[config.mk]
export PLATFORM = sky130hd
export DESIGN_NAME = lo_phase_gen
export DESIGN_NICKNAME = d
export VERILOG_FILES = /design/src/rtl/lo_phase_pkg.sv /design/src/rtl/lo_mode_decode.sv /design/src/rtl/lo_cfg_chain.sv /design/src/rtl/lo_chan_div.sv /design/src/rtl/lo_phase_gen.sv
export SDC_FILE = /design/constraint.sdc
export NUM_CORES = 1
export LEC_CHECK = 0
export BUFFER_PORTS_ARGS = -buffer_cell sky130_fd_sc_hd__buf_4
export CORE_ASPECT_RATIO = 2
export CORE_MARGIN = 2
export CORE_UTILIZATION = 55
export CTS_BUF_LIST = sky130_fd_sc_hd__clkbuf_8
export DETAILED_ROUTE_END_ITERATION = 8
export GPL_ROUTABILITY_DRIVEN = 1
export PLACE_DENSITY_LB_ADDON = 0.3
export RECOVER_POWER = 50
export SLEW_MARGIN = 10
export SYNTH_ARGS = -nofsm -noshare
export SYNTH_HDL_FRONTEND = slang
export SYNTH_SLANG_ARGS = --single-unit
export TNS_END_PERCENT = 5
[constraint.sdc]
create_clock -name clk -period 2.8 [get_ports clk]
set_clock_uncertainty 0.1 [all_clocks]
set_input_delay 0 -clock clk [delete_from_list [all_inputs] [get_ports clk]]
set_output_delay 0 -clock clk [all_outputs]
set_load 0.05 [all_outputs]
[src/rtl/lo_phase_pkg.sv]
package lo_phase_pkg;

    localparam int PHASE_W  = 4;
    localparam int WORD_W   = PHASE_W + 1;
    localparam int SEL_W    = $clog2(PHASE_W);
    localparam int DEF_NCH  = 8;

    typedef enum logic [1:0] {
        MODE_DIV16  = 2'b00,
        MODE_DIV8   = 2'b01,
        MODE_DIV4   = 2'b10,
        MODE_BYPASS = 2'b11
    } lo_mode_e;

endpackage

[src/rtl/lo_mode_decode.sv]
module lo_mode_decode
    import lo_phase_pkg::*;
(
    input  lo_mode_e             mode,
    output logic [PHASE_W-1:0]   cnt_mask,
    output logic [SEL_W-1:0]     msb_sel,
    output logic                 shared_ref,
    output logic                 bypass
);

    always_comb begin
        cnt_mask   = '1;
        msb_sel    = SEL_W'(PHASE_W - 1);
        shared_ref = 1'b1;
        bypass     = 1'b0;
        unique case (mode)
            MODE_DIV16: begin
                cnt_mask = '1;
                msb_sel  = SEL_W'(PHASE_W - 1);
            end
            MODE_DIV8: begin
                cnt_mask = PHASE_W'({(PHASE_W-1){1'b1}});
                msb_sel  = SEL_W'(PHASE_W - 2);
            end
            MODE_DIV4: begin
                cnt_mask   = PHASE_W'({(PHASE_W-2){1'b1}});
                msb_sel    = SEL_W'(PHASE_W - 3);
                shared_ref = 1'b0;
            end
            MODE_BYPASS: begin
                cnt_mask   = PHASE_W'({(PHASE_W-2){1'b1}});
                msb_sel    = SEL_W'(PHASE_W - 3);
                shared_ref = 1'b0;
                bypass     = 1'b1;
            end
            default: ;
        endcase
    end

endmodule

[src/rtl/lo_cfg_chain.sv]
module lo_cfg_chain
    import lo_phase_pkg::*;
#(
    parameter int NUM_CH = DEF_NCH
) (
    input  logic                        clk,
    input  logic                        rst_n,
    input  logic                        shift_en,
    input  logic                        sdata,
    input  logic                        load,
    output logic [NUM_CH*WORD_W-1:0]    shadow,
    output logic [NUM_CH*WORD_W-1:0]    active
);

    localparam int CFG_W = NUM_CH * WORD_W;
    localparam logic [WORD_W-1:0] WORD_RST = WORD_W'(1);

    typedef struct packed {
        logic [CFG_W-1:0] shadow;
        logic [CFG_W-1:0] active;
    } chain_st_t;

    chain_st_t st_d, st_q;

    always_comb begin
        st_d = st_q;
        if (shift_en) begin
            st_d.shadow = {st_q.shadow[CFG_W-2:0], sdata};
        end
        if (load) begin
            st_d.active = st_q.shadow;
        end
    end

    always_ff @(posedge clk) begin
        if (!rst_n) begin
            st_q.shadow <= '0;
            st_q.active <= {NUM_CH{WORD_RST}};
        end else begin
            st_q <= st_d;
        end
    end

    assign shadow = st_q.shadow;
    assign active = st_q.active;

endmodule

[src/rtl/lo_chan_div.sv]
module lo_chan_div
    import lo_phase_pkg::*;
(
    input  logic                 clk,
    input  logic                 rst_n,
    input  logic                 tick,
    input  logic                 resync,
    input  logic [PHASE_W-1:0]   phase,
    input  logic                 off,
    input  logic [PHASE_W-1:0]   cnt_mask,
    input  logic [SEL_W-1:0]     msb_sel,
    input  logic                 bypass,
    input  logic                 quad_in,
    output logic                 lo,
    output logic [PHASE_W-1:0]   cnt
);

    typedef struct packed {
        logic [PHASE_W-1:0] cnt;
        logic               pend;
    } div_st_t;

    div_st_t st_d, st_q;

    always_comb begin
        st_d = st_q;
        if (tick) begin
            if (st_q.pend) begin
                st_d.cnt = phase & cnt_mask;
            end else begin
                st_d.cnt = (st_q.cnt + 1'b1) & cnt_mask;
            end
            st_d.pend = 1'b0;
        end
        if (resync) begin
            st_d.pend = 1'b1;
        end
    end

    always_ff @(posedge clk) begin
        if (!rst_n) begin
            st_q.cnt  <= '0;
            st_q.pend <= 1'b1;
        end else begin
            st_q <= st_d;
        end
    end

    logic div_bit;
    assign div_bit = st_q.cnt[msb_sel];
    assign lo      = ~off & (bypass ? quad_in : div_bit);
    assign cnt     = st_q.cnt;

endmodule

[src/rtl/lo_phase_gen.sv]
module lo_phase_gen
    import lo_phase_pkg::*;
#(
    parameter int NUM_CH = DEF_NCH
) (
    input  logic               clk,
    input  logic               rst_n,
    input  logic               mode_a,
    input  logic               mode_b,
    input  logic               ser_data,
    input  logic               ser_shift,
    input  logic               ser_load,
    input  logic               ref_tick,
    input  logic [NUM_CH-1:0]  ch_ref_tick,
    input  logic [NUM_CH-1:0]  quad_clk,
    output logic [NUM_CH-1:0]  lo_out
);

    localparam int CFG_W = NUM_CH * WORD_W;
    localparam int CNT_W = NUM_CH * PHASE_W;

    typedef struct packed {
        lo_mode_e mode;
    } top_st_t;

    top_st_t  st_d, st_q;
    lo_mode_e mode_pins;
    logic     resync;

    always_comb begin
        mode_pins = lo_mode_e'({mode_a, mode_b});
        st_d      = st_q;
        st_d.mode = mode_pins;
        resync    = ser_load | (mode_pins != st_q.mode);
    end

    always_ff @(posedge clk) begin
        if (!rst_n) begin
            st_q.mode <= MODE_DIV16;
        end else begin
            st_q <= st_d;
        end
    end

    logic [1:0]          mode_q;
    logic [PHASE_W-1:0]  cnt_mask;
    logic [SEL_W-1:0]    msb_sel;
    logic                shared_ref;
    logic                bypass;
    logic [CFG_W-1:0]    shadow_q;
    logic [CFG_W-1:0]    act_cfg;
    logic [CNT_W-1:0]    cnt_all;

    assign mode_q = st_q.mode;

    lo_mode_decode u_dec (
        .mode       (st_q.mode),
        .cnt_mask   (cnt_mask),
        .msb_sel    (msb_sel),
        .shared_ref (shared_ref),
        .bypass     (bypass)
    );

    lo_cfg_chain #(.NUM_CH(NUM_CH)) u_chain (
        .clk      (clk),
        .rst_n    (rst_n),
        .shift_en (ser_shift),
        .sdata    (ser_data),
        .load     (ser_load),
        .shadow   (shadow_q),
        .active   (act_cfg)
    );

    for (genvar i = 0; i < NUM_CH; i++) begin : g_ch
        logic ch_tick;
        assign ch_tick = shared_ref ? ref_tick : ch_ref_tick[i];

        lo_chan_div u_div (
            .clk      (clk),
            .rst_n    (rst_n),
            .tick     (ch_tick),
            .resync   (resync),
            .phase    (act_cfg[i*WORD_W+1 +: PHASE_W]),
            .off      (act_cfg[i*WORD_W]),
            .cnt_mask (cnt_mask),
            .msb_sel  (msb_sel),
            .bypass   (bypass),
            .quad_in  (quad_clk[i]),
            .lo       (lo_out[i]),
            .cnt      (cnt_all[i*PHASE_W +: PHASE_W])
        );
    end

endmodule

==> metrics.md <==
| Metric | Value |
|---|---|
| Status | finished, final reports clean |
| Syn_area_per_cell | 10.2 µm² |
| Final setup viols | 0 |
| Critical Path AT | 2.24 ns |
| Crit-path leading delay family | flip-flops |
| CTS Buffer Depth | 2 |
| FF-to-FF End | g_ch[3].u_div.cnt[3]$_SDFFE_PN0P_ |
| Largest net degree at the start of global routing | 54 |
| Buffers on Ports | 31 |
| Detailed Route WL | 10.5 mm |
| Layout cells sized above 1 | 13.1% |
| CP Capture Type | output port |
| Layout Area Growth over Synthesis | 12.4% |
| Drt pass-1 iters | 4 |
| CP Data Required Time | approximately 2.7 ns |
| Avg WL per Cell | 15.8 µm |
| Antenna Cells | 0 |
| Crit path launch | mode_q[0]$_SDFF_PN0_ |
| Final period util | 83.4% |
| Synth async-reset ratio | 0% |
| Reg2Reg Depth | 4 |
| Worst Max-Slew Pin Slew | 1.45 ns |
| Final Hold Fails | 0 |
| Fin nets | 580 |
| Distinct cells, synth | 29 |
| Critical path's slowest cell | dfxtp_1 |
| Clock transition at path regs | 0.06 ns |
| Final Critical Period | 2.34 ns |
| H-Tree Depth | 4 |
| Fin util | 63.3% |
| Die H | 143 µm |
| Max Cap Violations | 0 |
| Total GRT Usage | 22.3% |
| Placeable core area | 0.00938 mm² |
| Die footprint | 0.0105 mm² |
| FF+latch area | 0.00244 mm² |
| VDD IR max | 0.429 mV |
| TritonCTS Buffers | 17 |
| Avg Vias per Cell | approximately 5.6 |
| CP peak stage delay | 0.82 ns |
| Synth Register Bits | 122 |
| Fmax achieved | 428 MHz |
| Skew-Pair Late Insertion Delay | 0.42 ns |
| Top post-synthesis cells by area | dfxtp_1, mux2i_1, nor2_1 |
| GRT overflow | 0 |
| RSZ-0062 raised after global routing | no |
| Cell area after synthesis | 0.00529 mm² |
| Ports | 32 |
| Footprint of the multi-input gates | 0.00261 mm² |
| Post-synth EDFFs | 0 |
| Post-route insts no fill | 662 |
| Dominant cell type by area after synthesis | dfxtp_1 |
| Net Count, Synth | between 500 and 600 |
| Crit path depth | 3 |
| Slew Viols, Final | 0 |
| Hold WC Path Type | in -> reg |
| Crit path max fanout | 10 |
| Post-route ant nets | 0 |
| Setup_tns | 0 ns |
| CTS root buf | clkbuf_8 |
| DRT iter0 DRCs | 210 |
| First-pass GRT wire length | between 15 and 20 mm |
| Cells after Synth | 516 |
| Gpl congestion | roughly 0.72 |
| Clk sink count | ~120 |
| Crit path to | lo_out[5] |
| Crit start category | register |
| Initial antenna violation count | 0 |
| Starting density of the core | 56.3% |
| Buf/Inv on CP | 1 |
| DRC Markers | 0 |
| PD cells | 553 mW/mm² |
| Pleak | 0.00268 µW |
| Vias | between 3000 and 4000 |
| R2R Setup Slk | 0.78 ns |
| Post-DP HPWL | about 6.7 mm |
| CTS-repair resized insts | 0 |
| Synth Flop Type | dfxtp_1 |
| Die Width | 73.3 µm |
| Slew margin rel. | under 10% |
| Total setup buffers inserted after CTS | 0 |
| Sequential-to-total area share from yosys stat | 46.2% |
| Crit path cell chain | mux4_1, nor2b_1, buf_4 |
| Vias in the first global route | 3804 |
| Yosys top cell area share | between 40% and 50% |
| Ys Warns | 0 |
| Site Rows | 50 |
| CTS tree | done |
| Launching point of the worst reg2reg path | mode_q[1]$_SDFF_PN0_ |
| Fillers | 807 |
| Post-placement cell count | 619 |
| CP Class | reg -> out |
==> report_power, final <==
group          internal [µW]  total [µW]  switching, µW
sequential              1750        1770           19.1
combinational            103         229            126
clock                    669        1280            614
==> routing by layer <==
metal  GRT usage, %  vias to the layer above  share of wire, %
li1               -                     1848                 -
met1           25.3                     1782                39
met2           38.0                       81                55
met3           5.58                       20               4.3
met4           10.5                        0               1.9
met5              0                        -                 0
==> worst register-to-register path, delay by kind of cell, from the launching register on <==
family          cells  cell delay, ns
mux                 1            0.61
compound gates      2            0.46
flops               1            0.39
buf+inv             1            0.35
==> how the worst min path moves through the flow <==
stage,end,depth (start not counted),slack [ns],from
after floorplan,mode_q[0]$_SDFF_PN0_,1,0.02,mode_b
after detailed placement,mode_q[1]$_SDFF_PN0_,2,0.13,mode_a
after CTS,g_ch[6].u_div.st_q[0]$_SDFFE_PP1P_,4,0.01,ref_tick
final,g_ch[5].u_div.st_q[0]$_SDFFE_PP1P_,4,0.04,ref_tick
after global placement,mode_q[1]$_SDFF_PN0_,2,0.13,mode_a
after global routing,g_ch[4].u_div.st_q[0]$_SDFFE_PP1P_,4,0.04,ref_tick
==> synthesized netlist by cell type, drive strengths merged, types with 2 or more instances <==
cell type / instances
a21oi: 8
inv: 8
nand3: 16
and2: 2
a31oi: 8
nand3b: 9
mux4: 8
nand2: 40
nor2: 80
mux2: 8
a221oi: 8
buf: 21
mux2i: 104
clkbuf: 13
nor2b: 8
o21ai: 16
ha: 8
xor2: 18
or3: 8
dfxtp: 122
==> cell type report <==
| class | count | area share (%) |
|---|---|---|
| clock buffers | 21 | 4.86 |
| clock inverters | 8 | 0.569 |
| repair buffers | 47 | 6.74 |
| inverters | 9 | 0.569 |
| flip-flops and latches | 122 | 41.1 |
| well taps | 104 | 2.19 |
| multi-input cells | 351 | 44.0 |
==> kinds of logic (layout without fill, tap and decap cells) <==
| family | Yosys count | after routing | share of synthesized area, % |
|---|---|---|---|
| compound gates | 40 | 40 | 4.55 |
| xor+xnor | 18 | 18 | 2.98 |
| fa+ha+maj | 8 | 8 | 1.89 |
| buf+inv | 43 | 85 | 4.21 |
| flops | 122 | 122 | 46.2 |
| mux | 120 | 120 | 25.9 |
| simple gates | 165 | 165 | 14.2 |
==> state kept, by name, summed over array words and instances, names as in the netlist <==
| register | flops |
|---|---|
| u_chain.shadow | 40 |
| g_ch.u_div.cnt | 32 |
| g_ch.u_div.st_q | 8 |
| u_chain.active | 40 |
| mode_q | 2 |
==> timing repair <==
item,4_1_cts,5_1_grt
hold endpoints to repair,51,0
hold buffers,14,0
setup endpoints to repair,0,0
==> placed cells by master (no fill, tap or decap), drive strengths merged, types with 9 or more instances in the layout <==
cell type    instances
nand3b               9
nand3               16
buf                 33
mux2i              104
nor2                80
xor2                18
o21ai               16
dfxtp              122
inv                 14
clkbuf              21
dlygate4sd3         14
nand2               40
==> per-stage QoR <==
| stage | total power (µW) | hold WS, ns | setup slack, ns | cell area, µm² |
|---|---|---|---|---|
| 6_report | 3290 | 0.0376 | 0.464 | 5940 |
| 5_1_grt | 3410 | 0.0426 | 0.399 | 5940 |
| 4_1_cts | 3330 | 0.0126 | 0.444 | 5950 |
| 3_5_place_dp | 2030 | 0.126 | 0.920 | 5490 |
| 3_3_place_gp | 2020 | 0.126 | 0.924 | 5490 |
| 2_1_floorplan | 1960 | 0.0217 | 1.32 | 5290 |
Note: power is estimated with default switching activity, not from simulation.
